### src/rtl/dtim_pkg.sv
package dtim_pkg;
   typedef enum logic [1:0] {
      EM_OFF  = 2'd0,
      EM_ONCE = 2'd1,
      EM_LOOP = 2'd2,
      EM_RSVD = 2'd3
   } en_mode_e;

   localparam logic [1:0] TM_DUAL32 = 2'b01;

   localparam int LO_MODE_LSB = 6;
   localparam int HI_MODE_LSB = 22;

   localparam int OFS_CNT_LO = 'h10;
   localparam int OFS_CNT_HI = 'h14;
   localparam int OFS_PRD_LO = 'h18;
   localparam int OFS_PRD_HI = 'h1C;
   localparam int OFS_CTRL   = 'h20;
   localparam int OFS_CFG    = 'h24;
endpackage

### src/rtl/dtim_half.sv
module dtim_half
   import dtim_pkg::*;
#(
   parameter int W       = 32,
   parameter bit HAS_CMP = 1'b0
) (
   input  logic         clk,
   input  logic         rst_n,
   input  logic         rel,
   input  logic         tmode_ok,
   input  logic         cnt_we,
   input  logic         prd_we,
   input  logic         mode_we,
   input  logic         cmp_we,
   input  logic [W-1:0] wdata,
   input  logic [1:0]   mode_wv,
   output logic [W-1:0] cnt_o,
   output logic [W-1:0] prd_o,
   output logic [W-1:0] cmp_o,
   output logic [1:0]   mode_o,
   output logic         irq_o
);
   logic [W-1:0] cnt_q, prd_q;
   en_mode_e     mode_q;
   logic         active, prd_hit, cmp_hit, irq_q;

   assign active  = rel && tmode_ok && (mode_q == EM_ONCE || mode_q == EM_LOOP);
   assign prd_hit = active && (cnt_q == prd_q);

   generate
      if (HAS_CMP) begin : g_cmp
         logic [W-1:0] cmp_q;
         always_ff @(posedge clk or negedge rst_n) begin
            if (!rst_n)      cmp_q <= '0;
            else if (cmp_we) cmp_q <= wdata;
         end
         assign cmp_hit = active && (cnt_q == cmp_q);
         assign cmp_o   = cmp_q;

         // a match on the running count is followed by a low event
         a_r9_match_event : assert property (@(posedge clk) disable iff (!rst_n)
            (active && cnt_q == cmp_q) |=> irq_o);
      end else begin : g_nocmp
         logic unused_cmp_we;
         assign unused_cmp_we = cmp_we;
         assign cmp_hit = 1'b0;
         assign cmp_o   = '0;
      end
   endgenerate

   // counter
   always_ff @(posedge clk or negedge rst_n) begin
      if (!rst_n) begin
         cnt_q <= '0;
      end else if (!rel) begin
         cnt_q <= '0;
      end else if (cnt_we) begin
         cnt_q <= wdata;
      end else if (prd_hit) begin
         if (mode_q == EM_LOOP) cnt_q <= '0;
      end else if (active) begin
         cnt_q <= cnt_q + W'(1);
      end
   end

   // period
   always_ff @(posedge clk or negedge rst_n) begin
      if (!rst_n)      prd_q <= '0;
      else if (prd_we) prd_q <= wdata;
   end

   // mode field with hardware clear after a single-shot event
   always_ff @(posedge clk or negedge rst_n) begin
      if (!rst_n)                               mode_q <= EM_OFF;
      else if (mode_we)                         mode_q <= en_mode_e'(mode_wv);
      else if (prd_hit && mode_q == EM_ONCE)    mode_q <= EM_OFF;
   end

   always_ff @(posedge clk or negedge rst_n) begin
      if (!rst_n) irq_q <= 1'b0;
      else        irq_q <= prd_hit || cmp_hit;
   end

   assign cnt_o  = cnt_q;
   assign prd_o  = prd_q;
   assign mode_o = mode_q;
   assign irq_o  = irq_q;

   // a half in reset sits at zero
   a_r3_reset_hold : assert property (@(posedge clk) disable iff (!rst_n)
      !rel |=> (cnt_o == '0));

   // a wrong timer-mode freezes the count unless software writes it
   a_r4_mode_gate : assert property (@(posedge clk) disable iff (!rst_n)
      (rel && !tmode_ok && !cnt_we) |=> $stable(cnt_o));

   // single-shot stops at the period and clears its mode
   a_r6_once_stop : assert property (@(posedge clk) disable iff (!rst_n)
      (active && mode_q == EM_ONCE && cnt_q == prd_q && !cnt_we && !mode_we)
      |=> (mode_o == 2'd0 && $stable(cnt_o) && irq_o));

   // auto-reload returns to zero and raises the event
   a_r7_loop_wrap : assert property (@(posedge clk) disable iff (!rst_n)
      (active && mode_q == EM_LOOP && cnt_q == prd_q && !cnt_we)
      |=> (cnt_o == '0 && irq_o));

   // an event only follows a cycle in which the half was counting
   a_r1_irq_cause : assert property (@(posedge clk) disable iff (!rst_n)
      irq_o |-> $past(active));
endmodule

### src/rtl/dtim_bus.sv
module dtim_bus
   import dtim_pkg::*;
#(
   parameter int ADDR_W  = 8,
   parameter int DATA_W  = 32,
   parameter bit CMP_EN  = 1'b1,
   parameter int CMP_OFS = 'h30
) (
   input  logic                   clk,
   input  logic                   rst_n,
   input  logic [ADDR_W-1:0]      addr,
   input  logic [DATA_W-1:0]      wdata,
   input  logic                   wr_en,
   input  logic                   rd_en,
   output logic [DATA_W-1:0]      rdata,
   input  logic [1:0][DATA_W-1:0] cnt_i,
   input  logic [1:0][DATA_W-1:0] prd_i,
   input  logic [1:0][DATA_W-1:0] cmp_i,
   input  logic [1:0][1:0]        mode_i,
   output logic [1:0]             cnt_we,
   output logic [1:0]             prd_we,
   output logic [1:0]             mode_we,
   output logic [1:0][1:0]        mode_wv,
   output logic                   cmp_we,
   output logic [1:0]             rel,
   output logic                   tmode_ok
);
   localparam int CFG_W = 4;

   logic [1:0] cfg_rel_q;
   logic [1:0] cfg_tm_q;

   logic sel_cnt_lo, sel_cnt_hi, sel_prd_lo, sel_prd_hi, sel_ctrl, sel_cfg, sel_cmp;

   assign sel_cnt_lo = (addr == ADDR_W'(OFS_CNT_LO));
   assign sel_cnt_hi = (addr == ADDR_W'(OFS_CNT_HI));
   assign sel_prd_lo = (addr == ADDR_W'(OFS_PRD_LO));
   assign sel_prd_hi = (addr == ADDR_W'(OFS_PRD_HI));
   assign sel_ctrl   = (addr == ADDR_W'(OFS_CTRL));
   assign sel_cfg    = (addr == ADDR_W'(OFS_CFG));
   assign sel_cmp    = CMP_EN && (addr == ADDR_W'(CMP_OFS));

   assign cnt_we  = {wr_en && sel_cnt_hi, wr_en && sel_cnt_lo};
   assign prd_we  = {wr_en && sel_prd_hi, wr_en && sel_prd_lo};
   assign mode_we = {2{wr_en && sel_ctrl}};
   assign mode_wv[0] = wdata[LO_MODE_LSB +: 2];
   assign mode_wv[1] = wdata[HI_MODE_LSB +: 2];
   assign cmp_we  = wr_en && sel_cmp;

   always_ff @(posedge clk or negedge rst_n) begin
      if (!rst_n) begin
         cfg_rel_q <= 2'b00;
         cfg_tm_q  <= 2'b00;
      end else if (wr_en && sel_cfg) begin
         cfg_rel_q <= wdata[1:0];
         cfg_tm_q  <= wdata[3:2];
      end
   end

   assign rel      = cfg_rel_q;
   assign tmode_ok = (cfg_tm_q == TM_DUAL32);

   always_comb begin
      rdata = '0;
      if (rd_en) begin
         if (sel_cnt_lo)      rdata = cnt_i[0];
         else if (sel_cnt_hi) rdata = cnt_i[1];
         else if (sel_prd_lo) rdata = prd_i[0];
         else if (sel_prd_hi) rdata = prd_i[1];
         else if (sel_ctrl) begin
            rdata[LO_MODE_LSB +: 2] = mode_i[0];
            rdata[HI_MODE_LSB +: 2] = mode_i[1];
         end
         else if (sel_cfg)    rdata[CFG_W-1:0] = {cfg_tm_q, cfg_rel_q};
         else if (sel_cmp)    rdata = cmp_i[0] | cmp_i[1];
      end
   end

   // an idle bus returns zero
   a_r2_idle_zero : assert property (@(posedge clk) disable iff (!rst_n)
      !rd_en |-> (rdata == '0));

   // the control word carries nothing outside the two mode fields
   a_r5_ctrl_fields : assert property (@(posedge clk) disable iff (!rst_n)
      (rd_en && sel_ctrl) |-> ((rdata & ~((DATA_W'(3) << LO_MODE_LSB) |
                                          (DATA_W'(3) << HI_MODE_LSB))) == '0));
endmodule

### src/rtl/dual_timer32.sv
module dual_timer32
   import dtim_pkg::*;
#(
   parameter int ADDR_W  = 8,
   parameter int DATA_W  = 32,
   parameter bit CMP_EN  = 1'b1,
   parameter int CMP_OFS = 'h30
) (
   input  logic              clk,
   input  logic              rst_n,
   input  logic [ADDR_W-1:0] addr,
   input  logic [DATA_W-1:0] wdata,
   input  logic              wr_en,
   input  logic              rd_en,
   output logic [DATA_W-1:0] rdata,
   output logic              irq_lo,
   output logic              irq_hi
);
   localparam int N_HALF = 2;

   generate
      if (ADDR_W < 6) begin : g_bad_addr
         $error("dual_timer32: ADDR_W too small for the register map");
      end
      if (DATA_W <= HI_MODE_LSB + 1) begin : g_bad_data
         $error("dual_timer32: DATA_W too small for the control word");
      end
      if (CMP_EN && (CMP_OFS < 'h28 || (CMP_OFS % 4) != 0)) begin : g_bad_cmp
         $error("dual_timer32: match offset clashes or is misaligned");
      end
   endgenerate

   logic [N_HALF-1:0][DATA_W-1:0] cnt_v, prd_v, cmp_v;
   logic [N_HALF-1:0][1:0]        mode_v, mode_wv;
   logic [N_HALF-1:0]             cnt_we, prd_we, mode_we, rel, irq_v, cmp_we_v;
   logic                          cmp_we, tmode_ok;

   assign cmp_we_v = {1'b0, cmp_we};

   dtim_bus #(
      .ADDR_W (ADDR_W),
      .DATA_W (DATA_W),
      .CMP_EN (CMP_EN),
      .CMP_OFS(CMP_OFS)
   ) u_bus (
      .clk     (clk),
      .rst_n   (rst_n),
      .addr    (addr),
      .wdata   (wdata),
      .wr_en   (wr_en),
      .rd_en   (rd_en),
      .rdata   (rdata),
      .cnt_i   (cnt_v),
      .prd_i   (prd_v),
      .cmp_i   (cmp_v),
      .mode_i  (mode_v),
      .cnt_we  (cnt_we),
      .prd_we  (prd_we),
      .mode_we (mode_we),
      .mode_wv (mode_wv),
      .cmp_we  (cmp_we),
      .rel     (rel),
      .tmode_ok(tmode_ok)
   );

   for (genvar h = 0; h < N_HALF; h++) begin : g_half
      dtim_half #(
         .W      (DATA_W),
         .HAS_CMP(CMP_EN && (h == 0))
      ) u_half (
         .clk     (clk),
         .rst_n   (rst_n),
         .rel     (rel[h]),
         .tmode_ok(tmode_ok),
         .cnt_we  (cnt_we[h]),
         .prd_we  (prd_we[h]),
         .mode_we (mode_we[h]),
         .cmp_we  (cmp_we_v[h]),
         .wdata   (wdata),
         .mode_wv (mode_wv[h]),
         .cnt_o   (cnt_v[h]),
         .prd_o   (prd_v[h]),
         .cmp_o   (cmp_v[h]),
         .mode_o  (mode_v[h]),
         .irq_o   (irq_v[h])
      );
   end

   assign irq_lo = irq_v[0];
   assign irq_hi = irq_v[1];

   // a control write sets both halves' modes from their own fields
   a_r10_ctrl_both : assert property (@(posedge clk) disable iff (!rst_n)
      (wr_en && addr == ADDR_W'(OFS_CTRL)) |=>
         (mode_v[0] == $past(wdata[LO_MODE_LSB +: 2]) &&
          mode_v[1] == $past(wdata[HI_MODE_LSB +: 2])));
endmodule

### config.mk
export PLATFORM = sky130hd
export DESIGN_NAME = dual_timer32
export DESIGN_NICKNAME = d
export VERILOG_FILES = /design/src/rtl/dtim_pkg.sv /design/src/rtl/dtim_half.sv /design/src/rtl/dtim_bus.sv /design/src/rtl/dual_timer32.sv
export SDC_FILE = /design/constraint.sdc
export NUM_CORES = 1
export LEC_CHECK = 0
export ABC_AREA = 1
export BUFFER_PORTS_ARGS = -buffer_cell sky130_fd_sc_hd__buf_2
export CORE_ASPECT_RATIO = 0.5
export CORE_UTILIZATION = 40
export DETAILED_ROUTE_END_ITERATION = 8
export PLACE_DENSITY = 0.66
export RECOVER_POWER = 100
export SLEW_MARGIN = 10
export SYNTH_ARGS = -nofsm -noshare
export SYNTH_HDL_FRONTEND = slang
export SYNTH_SLANG_ARGS = --single-unit
### constraint.sdc
create_clock -name clk -period 4.3 [get_ports clk]
set_input_delay 0.43 -clock clk [delete_from_list [all_inputs] [get_ports clk]]
set_output_delay 0.43 -clock clk [all_outputs]
set_load 0.01 [all_outputs]
==> qor.yml <==
layout_min_cycle_time_ns: 3.43
hpwl_um: 40600
start_util_pct: 40.7
synth_edf_count: 0
maxCapViolCount: 2
finClkSkew_ns: 0.00982
syn_to_final_growth_pct: 7.91
vias_per_cell: 5.47
vdd_drop_max_mv: 0.303
die-area_sq_mm: 0.0330
cts.sinks: 170
gp_congestion: 0.977
grt_pass1_wl_um: 78400
yosys.cell_types.count: 44
grt_pass1_vias: 12400
synth_nets: 2133
fin_util_pct: 43.9
num_vias: 13800
worst_ep_arrival_time_ns: 3.78
cts_made_buffers: 17
port_buffers: 77
io_pins: 78
worst_path_most_repeated_cell: "nand2_1"
netlist_area_sq_mm: 0.0129
worstHoldStart: "wdata[14]"
ant_nets: 0
cts_tree: "built"
cts_root_buf: "clkbuf_16"
critPathMaxFanout: 35
drc: 0
path_buf_inv: 2
grt_max_degree: 109
p_leak_nw: 6.95
fin_nets: 2131
status: "finished, violations left"
setup_viol: 0
slowest_stage: "clkinvlp_2"
antenna_found_initial: 1
fp.dieH_um: 129
p_total_w: 0.00388
floorplan.rows: 46
tns_ns: 0
coreArea_sq_mm: 0.0317
tightest_slew_ns: 3.02
slowest_delay_ns: 1.11
gr-total-overflow: 0
clkSlewWorstSetupHoldPaths_ns: 0.07
routedWlPerCell_um: 20.8
cts_setup_buffers: 0
crit_chain: "inv_1 > nand2_1 > nand2_1 > nand3_1 > nor2_1 > nand2_1 > nor2_1 > nand4_1 > nand2_1 > nand2_4 > clkinvlp_2 > o21ai_0"
initialDrtViolationCount: 2095
rr_worst_depth: 12
max_freq_ghz: 0.291
rsz0062_at_grt: "no"
worstReg2RegStart: "g_half[0].u_half.cnt_o[19]"
async_flop_share_pct: 100
rrSetupSlack_ns: 0.87
violations: "max-capacitance violations, max-slew violations"
crit_family: "buffers and inverters"
cts.hold.buffers_added: 0
r2r_end: "g_half[0].u_half.cnt_o[7]"
finalCritPeriodShare_pct: 79.9
power_density_mw_per_mm2: 279
ys_seq_area_share_pct: 33.0
clock_latency_ns: 0.46
ys_warn_count: 0
cp.required_ns: 4.65
synthFlopType: "dfrtp_1"
slew_headroom_pct: -101
h-tree-depth: 4
dr.pass1.iters: 5
slew_violations: 173
finalHoldViolations: 0
ys_seq_elements: 170
endpoint_kind: "flop"
cts_resized: 0
avgSynthCellArea_sq_um: 6.19
grt_use_total_pct: 32.2
drive_above_1_share_pct: 4.92
hp-class: "in -> reg"
routed_wl_um: 52500
die_w_um: 256
min_path_cells: 5
worst-setup-path-type: "reg -> reg"
hold_end: "g_half[0].u_half.cnt_o[14]"
cts_buffer_depth: 2
synthCells: 2083
worstSetupStartpointType: "flop"
power by group:
part	switching, W	internal [W]
logic	0.000320	0.000134
registers	0.0000632	0.00165
clock network	0.000703	0.00102
total	0.00109	0.00280
Yosys cell counts, types with 3 or more instances:
cell type    n  area, sq um
a21oi_1     82          410
a221oi_1     7         61.3
a31oi_1      5         31.3
a41oi_1      6         52.6
buf_1        8         30.0
buf_2       34          170
buf_4        9         67.6
buf_6        7         78.8
clkbuf_1    44          165
clkbuf_2    11         55.1
clkinv_1     3         11.3
dfrtp_1    170         4250
ha_1         6         75.1
inv_1      244          916
inv_2        6         22.5
nand2_1    779         2920
nand3_1    158          791
nand3b_1     6         45.0
nand4_1     23          144
nor2_1     146          548
nor2_2       4         25.0
nor3_1      29          145
nor4_1       5         31.3
o21ai_0    168          841
o21ai_1     13         65.1
o21ai_2      6         52.6
o22ai_1     16          100
or2_2        3         18.8
xnor2_1     31          272
xor2_1      37          324
kinds of logic (layout without fill, tap and decap cells):
logic type | count (synthesis) | count (layout) | share of synthesized area [%]
other | 0 | 1 | 0
and+or+nand+nor | 1164 | 1164 | 37.1
xor gates and xnor gates | 68 | 68 | 4.62
adders and majority gates | 6 | 6 | 0.583
DFF | 170 | 170 | 33.0
buffers and inverters | 367 | 377 | 11.8
AOI/OAI and AO/OA | 308 | 308 | 12.8
worst max-delay path by stage:
stage | start | endpoint | slack, ns | cells after the start
floorplan | addr[6] | rdata[14] | 2.16 | 9
global placement | addr[1] | g_half[0].u_half.cmp_o[29] | 1.16 | 10
detailed placement | addr[1] | rdata[19] | 1.09 | 11
CTS | addr[1] | rdata[19] | 1.09 | 11
global route | g_half[0].u_half.cnt_o[19] | g_half[0].u_half.cnt_o[11] | 0.55 | 12
finish | g_half[0].u_half.cnt_o[19] | g_half[0].u_half.cnt_o[7] | 0.87 | 12
state kept, by name, summed over array words and instances, names as in the netlist:
signal	count
g_half.u_half.cnt_o	64
g_half.u_half.prd_o	64
g_half.u_half.cmp_o	32
g_half.u_half.mode_o	4
g_half.u_half.irq_o	2
u_bus.cfg_tm_q	2
u_bus.rel	2
worst register-to-register path: stages, from the launching register on:
cell	delay (ns)
dfrtp_1	0.60
inv_1	0.18
nand2_1	0.10
nand2_1	0.08
nand3_1	0.12
nor2_1	0.05
nand2_1	0.06
nor2_1	0.05
nand4_1	0.07
nand2_1	0.09
nand2_4	0.29
clkinvlp_2	1.13
o21ai_0	0.52
layout make-up:
cell class,instances,area (sq um)
fillers,3477,17800
diodes,1,2.50
repair buffers,92,463
clock inverters,10,164
flip-flops and latches,170,4250
inverters,254,955
well taps,432,541
clock buffers,21,470
multi-input cells,1546,7050
per-layer routing:
metal	routed length, um	global-route usage (%)	share of wire (%)
met3	6160	9.32	12
met2	21200	45.8	40
met4	728	5.78	1.4
met5	0	0	0
met1	24400	47.9	46
per-stage QoR:
step           area, sq um  hold slack, ns  setup WS (ns)  cells
2_1_floorplan        12900           0.134           2.16   2083
3_3_place_gp         13400           0.489           1.16   2494
3_5_place_dp         13400           0.498           1.09   2494
4_1_cts              14000           0.137           1.09   2525
5_1_grt              13900           0.346          0.545   2525
6_report             13900           0.302          0.866   2526
layout by cell type, fill, tap and decap left out, drive strengths merged:
cell and n:
clkinv 7, or2 3, xnor2 31, nor3b 1
nand4 24, buf 55, nor4 5, xor2 37
and3 1, o211ai 1, diode 1, nor2 151
nand3 160, bufinv 4, a211oi 2, a221oi 7
o21ai 187, a21oi 82, inv 251, o22ai 16
nand2 781, and2 1, a31oi 5, clkinvlp 2
a41oi 6, clkbuf 58, ha 6, nand3b 6
o2111ai 2, nor3 31, dfrtp 170
Power figures use the tool's default switching activity.
